==> src/rtl/dc_clamp_pkg.sv <==
package dc_clamp_pkg;

  typedef enum logic [1:0] {
    TGT_SEL_16  = 2'b00,
    TGT_SEL_24  = 2'b01,
    TGT_SEL_64  = 2'b10,
    TGT_SEL_128 = 2'b11
  } tgt_sel_e;

  typedef struct packed {
    logic sink;
    logic src;
  } clamp_dir_t;

  localparam int unsigned NUM_CH = 2;

endpackage

==> src/rtl/clamp_target_map.sv <==
// Turns a 2-bit selector into a clamp target.
// A channel built without the mid-low target reports that code as disabled.
module clamp_target_map #(
  parameter int unsigned DATA_W  = 8,
  parameter int unsigned TGT_LO  = 16,
  parameter int unsigned TGT_ML  = 24,
  parameter int unsigned TGT_MH  = 64,
  parameter int unsigned TGT_HI  = 128,
  parameter bit          HAS_ML  = 1'b1
) (
  input  logic [1:0]        sel,
  output logic [DATA_W-1:0] target,
  output logic              target_ok
);
  import dc_clamp_pkg::*;

  localparam logic [DATA_W-1:0] T_LO = DATA_W'(TGT_LO);
  localparam logic [DATA_W-1:0] T_ML = DATA_W'(TGT_ML);
  localparam logic [DATA_W-1:0] T_MH = DATA_W'(TGT_MH);
  localparam logic [DATA_W-1:0] T_HI = DATA_W'(TGT_HI);

  logic ml_ok;

  generate
    if (HAS_ML) begin : g_ml_present
      assign ml_ok = 1'b1;
    end else begin : g_ml_absent
      assign ml_ok = 1'b0;
    end
  endgenerate

  always_comb begin
    target    = T_LO;
    target_ok = 1'b1;
    case (sel)
      TGT_SEL_16:  target = T_LO;
      TGT_SEL_24: begin
        target    = T_ML;
        target_ok = ml_ok;
      end
      TGT_SEL_64:  target = T_MH;
      TGT_SEL_128: target = T_HI;
      default: begin
        target    = T_LO;
        target_ok = 1'b0;
      end
    endcase
  end

endmodule

==> src/rtl/clamp_dir_reg.sv <==
// Compares the code with the target and registers the direction.
module clamp_dir_reg #(
  parameter int unsigned DATA_W = 8
) (
  input  logic                      clk,
  input  logic                      rst,
  input  logic                      gate,
  input  logic [DATA_W-1:0]         code,
  input  logic [DATA_W-1:0]         target,
  input  logic                      target_ok,
  output dc_clamp_pkg::clamp_dir_t  dir_q
);
  import dc_clamp_pkg::*;

  logic       above;
  logic       active;
  clamp_dir_t dir_d;

  always_comb begin
    above      = (code > target);
    active     = gate && target_ok;
    dir_d.sink = active && above;
    dir_d.src  = active && !above;
  end

  always_ff @(posedge clk) begin
    if (rst) begin
      dir_q <= '0;
    end else begin
      dir_q <= dir_d;
    end
  end

endmodule

==> src/rtl/dc_clamp_ctrl.sv <==
module dc_clamp_ctrl #(
  parameter int unsigned DATA_W = 8,
  parameter int unsigned TGT_LO = 16,
  parameter int unsigned TGT_ML = 24,
  parameter int unsigned TGT_MH = 64,
  parameter int unsigned TGT_HI = 128
) (
  input  logic              clk,
  input  logic              rst,
  input  logic [DATA_W-1:0] code_a,
  input  logic [DATA_W-1:0] code_b,
  input  logic              clamp_gate,
  input  logic [1:0]        clp_a_sel,
  input  logic [1:0]        clp_b_sel,
  output logic              sink_a_en,
  output logic              src_a_en,
  output logic              sink_b_en,
  output logic              src_b_en
);
  import dc_clamp_pkg::*;

  logic [DATA_W-1:0] code_v   [NUM_CH];
  logic [1:0]        sel_v    [NUM_CH];
  logic [DATA_W-1:0] target_v [NUM_CH];
  logic              ok_v     [NUM_CH];
  clamp_dir_t        dir_v    [NUM_CH];

  assign code_v[0] = code_a;
  assign code_v[1] = code_b;
  assign sel_v[0]  = clp_a_sel;
  assign sel_v[1]  = clp_b_sel;

  // Channel 0 (A) has all four targets; channel 1 (B) lacks the mid-low one.
  generate
    for (genvar ch = 0; ch < NUM_CH; ch++) begin : g_ch
      clamp_target_map #(
        .DATA_W (DATA_W),
        .TGT_LO (TGT_LO),
        .TGT_ML (TGT_ML),
        .TGT_MH (TGT_MH),
        .TGT_HI (TGT_HI),
        .HAS_ML (ch == 0)
      ) map_i (
        .sel       (sel_v[ch]),
        .target    (target_v[ch]),
        .target_ok (ok_v[ch])
      );

      clamp_dir_reg #(
        .DATA_W (DATA_W)
      ) dir_i (
        .clk       (clk),
        .rst       (rst),
        .gate      (clamp_gate),
        .code      (code_v[ch]),
        .target    (target_v[ch]),
        .target_ok (ok_v[ch]),
        .dir_q     (dir_v[ch])
      );
    end
  endgenerate

  assign sink_a_en = dir_v[0].sink;
  assign src_a_en  = dir_v[0].src;
  assign sink_b_en = dir_v[1].sink;
  assign src_b_en  = dir_v[1].src;

endmodule

==> config.mk <==
export PLATFORM = sky130hd
export DESIGN_NAME = dc_clamp_ctrl
export DESIGN_NICKNAME = d
export VERILOG_FILES = /design/src/rtl/dc_clamp_pkg.sv /design/src/rtl/clamp_target_map.sv /design/src/rtl/clamp_dir_reg.sv /design/src/rtl/dc_clamp_ctrl.sv
export SDC_FILE = /design/constraint.sdc
export NUM_CORES = 1
export LEC_CHECK = 0
export ABC_AREA = 1
export BUFFER_PORTS_ARGS = -buffer_cell sky130_fd_sc_hd__buf_2
export CAP_MARGIN = 10
export CORE_AREA = 2 2 39 41
export DETAILED_ROUTE_END_ITERATION = 10
export DIE_AREA = 0 0 41 43
export GPL_ROUTABILITY_DRIVEN = 0
export PLACE_DENSITY_LB_ADDON = 0.15
export REMOVE_ABC_BUFFERS = 1
export SYNTH_ARGS = -nofsm -noshare
export SYNTH_HDL_FRONTEND = slang
export SYNTH_SLANG_ARGS = --single-unit
==> constraint.sdc <==
create_clock -name clk -period 1.1 [get_ports clk]
set_clock_uncertainty 0.2 [all_clocks]
set_input_delay 0.11 -clock clk [delete_from_list [all_inputs] [get_ports clk]]
set_output_delay 0.11 -clock clk [all_outputs]
set_load 0.02 [all_outputs]
# After elaboration in Yosys (flattened, before gate mapping)
# Cells that the tools add are included.
[classes]
n_lt_le_gt_ge = 2
muxes = 3
n_eq_ne = 6
n_reduce_logical = 9
[op_table]
columns = ["op", "n"]
rows = [
  ["$pmux 8 s4", 2],
  ["$gt 8x8->1", 2],
  ["$eq 2x2->1 const B", 4],
  ["$logic_and 1x1->1", 5],
  ["$eq 2x1->1 const B", 2],
  ["$logic_not 2->1", 2],
  ["$logic_not 1->1", 2],
  ["$mux 1", 1],
]
[word_totals]
elab_cells = 24
register_bits = 4
out_inout_bits = 4

# Depth between registers and ports, before layout
# Gate-level depths: netlist (run 1).
[logic_depth]
ltp_word = 5
ltp_mapped = 9
ltp_nobuf = 9

# Modules after synthesis
# Synthesis (run 1) repeated with hierarchy kept, for this count alone.
[unflattened]
cells_unflattened = 109
hier_area_um2 = 715.7
[modules_own_cells]
columns = ["mod", "area_per_inst_um2", "cells_each", "seq_area_each_um2", "instances"]
rows = [
  ["clamp_dir_reg", 292.8, 42, 40.0, 2],
  ["clamp_target_map (g_ch[0].map_i)", 70.1, 13, 0.0, 1],
  ["clamp_target_map (g_ch[1].map_i)", 60.1, 12, 0.0, 1],
]

# Worst setup path before layout (run 1)
# Ideal clock, no wire load.
[synth_timing]
kind = "input-to-reg"
startpoint = "input port clp_b_sel[0]"
endpoint = "register g_ch[1].dir_i.dir_q[1] (netlist name)"
path_slack_ps = -61
stages = 8
t_arrival_ps = 839
path_buffers = 0
cell_sequence = "inv_1 nand2_1 ha_1 nand2_1 nor2_2 nand3_1 nand2_1 nor2_2"
[synth_via]
elab_chain_cells = 4
[synth_lines]
columns = ["item", "line_no", "text"]
rows = [
  ["start: declaration", "dc_clamp_ctrl.sv:14", "input logic [1:0] clp_b_sel,"],
  ["$eq 2x2->1, or another cell as far along", "clamp_target_map.sv:35", "case (sel)"],
  ["$pmux 8 s4 or $mux 1 (tied branches)", "clamp_target_map.sv:35", ""],
  ["$gt 8x8->1 or $logic_and 1x1->1 (tied branches)", "clamp_dir_reg.sv:20, clamp_dir_reg.sv:21", ""],
  ["$logic_and 1x1->1 *", "clamp_dir_reg.sv:22", "dir_d.sink = active && above;"],
  ["end signal: assignment", "clamp_dir_reg.sv:30", "dir_q <= dir_d;"],
  ["end: declaration", "clamp_dir_reg.sv:11", "output dc_clamp_pkg::clamp_dir_t dir_q"],
]
# Every way passes the cells marked *; elsewhere a longest branch is shown, timed or not. The select of a mux whose other input is x is not followed.
# A chain may end at the register's enable or synchronous reset.

# Worst setup path after layout (run 1)
[layout_timing]
startpoint = "input port clp_a_sel[0]"
endpoint = "register g_ch[0].dir_i.dir_q[1] (netlist name)"
[layout_via]
elab_chain_cells = 4
[layout_lines]
columns = ["item", "line_no", "text"]
rows = [
  ["start: declaration", "dc_clamp_ctrl.sv:13", "input logic [1:0] clp_a_sel,"],
  ["$eq 2x2->1, or another cell as far along", "clamp_target_map.sv:35", ""],
  ["$pmux 8 s4 *", "clamp_target_map.sv:35", ""],
  ["$gt 8x8->1 *", "clamp_dir_reg.sv:20", "above = (code > target);"],
  ["$logic_and 1x1->1 *", "clamp_dir_reg.sv:22", ""],
  ["end signal: assignment", "clamp_dir_reg.sv:30", ""],
  ["end: declaration", "clamp_dir_reg.sv:11", ""],
]
# Marks and branches as above.

==> results.json, run 1 <==
{
  "finalCriticalPeriod_ps": 1050,
  "die-area_mm2": 0.00176,
  "gr-usage-all-layers_pct": 10.0,
  "fmax_ghz": 0.955,
  "cts_tree": "built",
  "antenna_found_initial": 0,
  "grt_max_degree": 6,
  "root_buffer": "clkbuf_4",
  "n_fill_cell": 154,
  "endpoint_kind": "register",
  "powerDensity_mw_per_mm2": 810,
  "grt_pass1_wl_um": 1210,
  "hold_path.class": "primary input to register",
  "yosysSeqAreaShare_pct": 19.7,
  "drive_gt1_share_pct": 47.4,
  "yosysMostFrequentCell": "nand2_1",
  "syn_avg_cell_area_um2": 5.98,
  "rows": 14,
  "start_util_pct": 29.4,
  "cap_viol_max_count": 0,
  "cts.path.max_buffers": 2,
  "min_from": "rst",
  "top_register": "g_ch.dir_i.dir_q",
  "synth_area_leaders": "ha_1, dfxtp_1, nand2_1, inv_1, nor2_1",
  "yosysWarningCount": 0,
  "boundaryPins": 27,
  "core_mm2": 0.00138,
  "min_to": "g_ch[0].dir_i.dir_q[1]",
  "comb_power_share_pct": 37.3,
  "viasPerCell": 4.23,
  "routed_wl_um": 828,
  "first_global_vias": 352,
  "p_sw_uw": 156,
  "critPathSlowestCell": "ha_4",
  "cts_buffers": 3,
  "largest_registers": "g_ch.dir_i.dir_q: 4 flops",
  "syn_area_um2": 407,
  "worstSetupPathType": "primary input to register",
  "min_path_cells": 4,
  "synthCells": 68,
  "synth_top_area_cell": "ha_1",
  "synth_seq_cells": 4,
  "areaGrowthSynthToFinish_pct": 59.4,
  "initialDrtViolationCount": 1,
  "clkTransAtPathRegs_ps": 40,
  "synth_common_cells": "nand2_1, inv_1, nor2_1",
  "dp_hpwl_um": 703,
  "cp.required_ps": 1030,
  "irDropWorstVdd_mv": 0.351,
  "worst_hold_slack_ps": -41.2,
  "cp_top_family": "simple AND/OR/NAND/NOR gates",
  "slowest_delay_ps": 240,
  "die_y_um": 43,
  "synth-edff-count": 0,
  "synth-async-reset-ratio_pct": 0,
  "numClockSinks": 4,
  "p_leak_nw": 0.365,
  "vias": 469,
  "cp_cell_sequence": "buf_2, inv_2, nand2_2, ha_4, nand2_2, nor2_2, nor2_1, nand2_1, nand2_1, nor2_2",
  "n_antenna_cell": 0,
  "internal-power_uw": 370,
  "routedWlPerCell_um": 7.46,
  "route.detailed.drc": 0,
  "final_antenna_net_count": 0,
  "synth.top_cell.area_share_pct": 24.6,
  "grt-ovfl-total": 0,
  "p_seq_share_pct": 29.7,
  "crit_buf_inv": 2,
  "finalHoldViolCount": 2,
  "tightest_slew_ps": 308,
  "arrival_ps": 970,
  "slew_viol_final": 0,
  "multi_input_area_um2": 332,
  "fin_crit_sh_pct": 95.2,
  "switching_share_pct": 29.6,
  "finalWorstSetupSlack_ps": 52.3,
  "yosysUniqueCellTypes": 10,
  "start_kind": "primary input",
  "post_cts_buffers": 0,
  "firstDrtPassIters": 2,
  "maxSlewHeadroom_pct": 79.3,
  "final_net_count": 128,
  "dp_slack_ps": -255,
  "setup_viol": 0,
  "die_width_um": 41,
  "seqCellArea_um2": 80.1,
  "port_buffers": 26,
  "violations": "negative hold slack",
  "largest_reg_flops": 4,
  "status": "finished with violations",
  "ys.flop_type": "dfxtp_1",
  "clockPowerShare_pct": 33.1,
  "ctsHtreeMaxLevel": 1,
  "critPathMaxFanout": 2
}
-- area by class of cell --
class	count	area share (%)
clock buffer	3	3.47
inverter	14	8.49
multi-input combinational	48	51.2
sequential	4	12.4
tap	16	3.09
timing repair buffer	26	21.4
-- power groups by stage --
stage               Sequential [mW]  Clock, mW  Combinational [mW]
global placement              0.158          0               0.158
floorplan                     0.169          0              0.0852
finish                        0.156      0.174               0.196
global route                  0.157      0.196               0.226
detailed placement            0.158          0               0.162
CTS                           0.156      0.185               0.162
-- metal layers --
metal	vias to the layer above	global-route usage [%]	wire, µm	share of wire [%]
met3	0	3.66	52	6.3
met2	13	17.5	473	57
met4	0	4.00	0	0
met1	200	9.94	302	36
met5	-	0	0	0
li1	256	-	-	-
-- worst max path at each step --
stage | startpoint | end | slack, ps | cells past startpoint
3_5_place_dp | clp_b_sel[0] | g_ch[1].dir_i.dir_q[1] | -250 | 9
4_1_cts | clp_b_sel[0] | g_ch[1].dir_i.dir_q[1] | 3 | 10
6_report | clp_a_sel[0] | g_ch[0].dir_i.dir_q[1] | 50 | 10
5_1_grt | clp_a_sel[0] | g_ch[0].dir_i.dir_q[1] | -2 | 10
2_1_floorplan | clp_b_sel[0] | g_ch[1].dir_i.dir_q[1] | -60 | 8
3_3_place_gp | clp_b_sel[0] | g_ch[1].dir_i.dir_q[1] | -240 | 9
-- placed cells by master (no fill, tap or decap) --
master     n
a21oi_1    2
buf_2     24
buf_4      1
buf_6      1
clkbuf_4   3
dfxtp_1    4
ha_1       4
ha_4       4
inv_1     12
inv_2      1
inv_4      1
nand2_1   13
nand2_2    5
nand3_1    2
nor2_1    12
nor2_2     5
o21ai_0    1
-- metrics by stage --
stage	util [%]	setup TNS, ps	power [mW]	std cells	instance area [µm²]
2_1_floorplan	-	-157	0.255	66	399
3_3_place_gp	39.7	-879	0.316	108	549
3_5_place_dp	39.7	-927	0.320	108	549
4_1_cts	41.3	0	0.504	111	572
5_1_grt	46.8	-1.98	0.578	111	648
6_report	46.8	0	0.525	111	648
-- cells by family (layout without fill, tap and decap cells) --
| kind of cell | after synthesis | after routing | synth area share, % |
|---|---|---|---|
| AND/OR/NAND/NOR | 37 | 37 | 37.2 |
| buffers and inverters | 16 | 43 | 14.8 |
| adder cells (fa/ha/maj) | 8 | 8 | 24.6 |
| flip-flops | 4 | 4 | 19.7 |
| AO/OA/AOI/OAI | 3 | 3 | 3.69 |
-- what timing repair did --
action | CTS | global route
pin swaps | 1 | 12
setup endpoints to repair | 2 | 4
gates resized for setup | 0 | 15
hold endpoints to repair | 3 | 2
gates cloned | 0 | 0
(Power assumes the default switching activity.)
==> run 2, diff against run 1 <==
--- a/config.mk
+++ b/config.mk
@@ -12,7 +12,7 @@
 export DETAILED_ROUTE_END_ITERATION = 10
 export DIE_AREA = 0 0 41 43
 export GPL_ROUTABILITY_DRIVEN = 0
-export PLACE_DENSITY_LB_ADDON = 0.15
+export PLACE_DENSITY = 0.74
 export REMOVE_ABC_BUFFERS = 1
 export SYNTH_ARGS = -nofsm -noshare
 export SYNTH_HDL_FRONTEND = slang
==> results.json, run 2 (synthesized netlist as in run 1, its figures left out) <==
{
  "clkTransAtPathRegs_ps": 30,
  "rows": 14,
  "irDropWorstVdd_mv": 0.606,
  "min_path_cells": 4,
  "cts.path.max_buffers": 2,
  "largest_registers": "g_ch.dir_i.dir_q: 4 flops",
  "vias": 482,
  "rsz0062_at_grt": "true",
  "worst_hold_slack_ps": -34.9,
  "n_fill_cell": 150,
  "cp_top_family": "simple AND/OR/NAND/NOR gates",
  "route.detailed.drc": 0,
  "numClockSinks": 4,
  "port_buffers": 26,
  "crit_buf_inv": 1,
  "areaGrowthSynthToFinish_pct": 67.1,
  "cts_tree": "built",
  "start_util_pct": 29.4,
  "antenna_found_initial": 0,
  "mostFrequentLayoutCell": "buf_2",
  "boundaryPins": 27,
  "arrival_ps": 1030,
  "layout.cells.non_filler": 112,
  "utilization_pct": 49.1,
  "cap_viol_max_count": 0,
  "grt_pass1_wl_um": 1190,
  "total_power_uw": 544,
  "violations": "negative hold slack",
  "drive_gt1_share_pct": 47.9,
  "dp_cells": 108,
  "worstSetupPathType": "primary input to register",
  "core_mm2": 0.00138,
  "status": "finished with violations",
  "firstDrtPassIters": 2,
  "start_kind": "primary input",
  "finalHoldViolCount": 3,
  "gr-usage-all-layers_pct": 9.53,
  "cp_cell_sequence": "buf_2, nand2_1, ha_4, nand2_2, nor2_1, nor2_1, nand2_1, nand2_1, nor2_2",
  "die_width_um": 41,
  "setup_viol": 0,
  "routed_wl_um": 931,
  "top_register": "g_ch.dir_i.dir_q",
  "final_net_count": 129,
  "fmax_ghz": 0.940,
  "initialDrtViolationCount": 5,
  "finalCriticalPeriod_ps": 1060,
  "cts_buffers": 3,
  "root_buffer": "clkbuf_4",
  "die_y_um": 43,
  "grt_max_degree": 6,
  "final_antenna_net_count": 0,
  "slew_viol_final": 0,
  "viasPerCell": 4.30,
  "routedWlPerCell_um": 8.31,
  "final_cell_mix": "buf_2, nand2_1, nor2_1, inv_1, nor2_2",
  "seqCellArea_um2": 80.1,
  "cp.depth": 9,
  "dp_slack_ps": -256,
  "critPathMaxFanout": 4,
  "cp.required_ps": 1070,
  "largest_reg_flops": 4,
  "n_antenna_cell": 0,
  "maxSlewHeadroom_pct": 78.8,
  "die-area_mm2": 0.00176,
  "critPathSlowestCell": "ha_4",
  "slowest_delay_ps": 280,
  "p_leak_nw": 0.386,
  "cpMostUsedCell": "nand2_1",
  "ctsHtreeMaxLevel": 1,
  "hold_path.class": "primary input to register",
  "first_global_vias": 374,
  "grt-ovfl-total": 0,
  "finalWorstSetupSlack_ps": 35.9,
  "endpoint_kind": "register",
  "dp_hpwl_um": 721,
  "multi_input_area_um2": 347,
  "tightest_slew_ps": 314,
  "fin_crit_sh_pct": 96.7,
  "powerDensity_mw_per_mm2": 801
}
[run 2: cell count changes in the layout (fill, tap and decap cells not counted)]
cell and delta:
buf_2 -1, nand2_4 +3, nand2_2 -3, inv_2 -1, buf_6 +1, inv_4 +1, buf_4 +1
[run 2: cell type report]
cell class / count / area share, %
clock buffer: 3 / 3.31
inverter: 14 / 8.47
multi-input combinational: 48 / 51.0
sequential: 4 / 11.8
tap: 16 / 2.95
timing repair buffer: 27 / 22.5
[run 2: layer usage]
| layer | GRT usage, % | part of all wire (%) | vias to the layer above |
|---|---|---|---|
| met3 | 4.71 | 8.5 | 0 |
| li1 | - | - | 259 |
| met2 | 16.3 | 52 | 21 |
| met1 | 9.94 | 40 | 202 |
| met4 | 2.00 | 0 | 0 |
| met5 | 0 | 0 | - |
[run 2: where the power goes]
part | total [mW] | internal, mW | switching [mW]
Clock | 0.173 | 0.121 | 0.0519
Sequential | 0.156 | 0.154 | 0.00157
Combinational | 0.215 | 0.104 | 0.111
[run 2: path summary, 6_finish.rpt]
| path | from | to | slack, ps |
|---|---|---|---|
| worst max-delay path | clp_a_sel[1] | g_ch[0].dir_i.dir_q[1] | 40 |
| worst min-delay path | rst | g_ch[0].dir_i.dir_q[1] | -30 |
[run 2: metrics by stage]
| step | cell area (µm²) | setup TNS (ps) |
|---|---|---|
| after global placement | 549 | -791 |
| final | 679 | 0 |
| after detailed placement | 549 | -926 |
| after global routing | 679 | -67.3 |
| after floorplan | 399 | -157 |
| after CTS | 574 | 0 |
[run 2: repair_timing]
action,in CTS,in global routing
hold endpoints to repair,3,2
setup endpoints to repair,1,4
resized for setup,1,19
pin swaps,2,15
setup buffers,0,1
==> run 3, diff against run 2 <==
--- a/config.mk
+++ b/config.mk
@@ -13,6 +13,7 @@
 export DIE_AREA = 0 0 41 43
 export GPL_ROUTABILITY_DRIVEN = 0
 export PLACE_DENSITY = 0.74
+export RECOVER_POWER = 100
 export REMOVE_ABC_BUFFERS = 1
 export SYNTH_ARGS = -nofsm -noshare
 export SYNTH_HDL_FRONTEND = slang
==> results.json, run 3 (synthesized netlist as in run 1, its figures left out) <==
{
  "root_buffer": "clkbuf_4",
  "maxSlewHeadroom_pct": 78.8,
  "violations": "negative hold slack",
  "clockPowerShare_pct": 31.8,
  "worstSetupPathType": "primary input to register",
  "n_antenna_cell": 0,
  "tightest_slew_ps": 314,
  "largest_reg_flops": 4,
  "final_cell_mix": "buf_2, nand2_1, nor2_1, inv_1, nor2_2",
  "cap_viol_max_count": 0,
  "rows": 14,
  "antenna_found_initial": 0,
  "start_util_pct": 29.4,
  "hold_path.class": "primary input to register",
  "min_path_cells": 4,
  "fin_crit_sh_pct": 96.9,
  "cts_tree": "built",
  "grt_max_degree": 6,
  "drive_gt1_share_pct": 47.9,
  "port_buffers": 26,
  "die_width_um": 41,
  "dp_slack_ps": -256,
  "finalWorstSetupSlack_ps": 34.4,
  "setup_viol": 0,
  "internal-power_uw": 380,
  "dpl_cell_area_um2": 549,
  "slew_viol_final": 0,
  "die-area_mm2": 0.00176,
  "switching_share_pct": 30.2,
  "die_y_um": 43,
  "comb_power_share_pct": 39.4,
  "cp.required_ps": 1070,
  "utilization_pct": 49.1,
  "core_mm2": 0.00138,
  "finalCriticalPeriod_ps": 1070,
  "largest_registers": "g_ch.dir_i.dir_q: 4 flops",
  "grt_pass1_wl_um": 1190,
  "first_global_vias": 374,
  "mostFrequentLayoutCell": "buf_2",
  "cts.path.max_buffers": 2,
  "worst_hold_slack_ps": -36.6,
  "final_net_count": 129,
  "clkTransAtPathRegs_ps": 30,
  "stdcell_area_um2": 679,
  "critPathMaxFanout": 4,
  "routedWlPerCell_um": 8.30,
  "route.detailed.drc": 0,
  "routed_wl_um": 930,
  "boundaryPins": 27,
  "initialDrtViolationCount": 4,
  "dp_cells": 108,
  "numClockSinks": 4,
  "p_leak_nw": 0.383,
  "dp_hpwl_um": 721,
  "areaGrowthSynthToFinish_pct": 67.1,
  "min_to": "g_ch[0].dir_i.dir_q[1]",
  "vias": 482,
  "top_register": "g_ch.dir_i.dir_q",
  "viasPerCell": 4.30,
  "finalHoldViolCount": 3,
  "arrival_ps": 1030,
  "grt-ovfl-total": 0,
  "powerDensity_mw_per_mm2": 800,
  "gr-usage-all-layers_pct": 9.53,
  "ctsHtreeMaxLevel": 1,
  "n_fill_cell": 150,
  "final_antenna_net_count": 0,
  "irDropWorstVdd_mv": 0.604,
  "endpoint_kind": "register",
  "start_kind": "primary input",
  "min_from": "rst",
  "rsz0062_at_grt": "true",
  "layout.cells.non_filler": 112,
  "p_seq_share_pct": 28.8,
  "p_sw_uw": 164,
  "fmax_ghz": 0.938,
  "status": "finished with violations",
  "cts_buffers": 3,
  "firstDrtPassIters": 2
}
==> run 3: changes by cell type in the layout (fill, tap and decap cells not counted), sizes merged <==
cell	change
buf	-4
clkbuf	+4
==> run 3: worst max-delay path, cell delays in order <==
cell and delay, ps:
buf_2 120, nand2_1 100, ha_4 280, nand2_2 50, nor2_1 110, nor2_1 60, nand2_1 70, nand2_1 60
nor2_2 70
==> run 3: metrics by stage <==
step	power [mW]	TNS, ps
after floorplan	0.255	-157
after global placement	0.315	-791
after detailed placement	0.319	-926
after CTS	0.504	0
after global routing	0.591	-67.3
final	0.544	0
==> run 3: repair_timing <==
item | 4_1_cts | 5_1_grt
resized for setup | 1 | 19
endpoints found under the hold margin | 3 | 2
pin swaps | 2 | 15
buffers inserted | 0 | 1
endpoints found under the setup margin | 1 | 4
==> run 3: power by group through the flow <==
stage	Sequential [mW]	Clock [mW]	Combinational [mW]
after floorplan	0.169	0	0.0852
after global placement	0.158	0	0.157
after detailed placement	0.158	0	0.161
after CTS	0.156	0.183	0.165
after global routing	0.157	0.189	0.245
final	0.156	0.173	0.214
==> run 3: how the worst max path moves through the flow <==
stage,from,slack [ps],endpoint
3_3_place_gp,clp_b_sel[0],-210,g_ch[1].dir_i.dir_q[1]
2_1_floorplan,clp_b_sel[0],-60,g_ch[1].dir_i.dir_q[1]
4_1_cts,clp_b_sel[0],3,g_ch[1].dir_i.dir_q[1]
6_report,clp_a_sel[1],30,g_ch[0].dir_i.dir_q[1]
3_5_place_dp,clp_b_sel[0],-260,g_ch[1].dir_i.dir_q[1]
5_1_grt,clp_b_sel[0],-40,g_ch[1].dir_i.dir_q[1]
==> run 3: final cells by class <==
class	count	area [µm²]	share of cell area (%)
clock buffers	3	22.5	3.31
inverters	14	57.6	8.47
multi-input cells	48	347	51.0
flip-flops and latches	4	80.1	11.8
well taps	16	20.0	2.95
repair buffers	27	153	22.5
==> run 3: routing by layer <==
metal  vias up  track usage [%]  routed length, µm
li1        259                -                  -
met1       202             9.94                362
met2        21             16.3                481
met3         0             4.71                 86
met4         0             2.00                  0
met5         -                0                  0
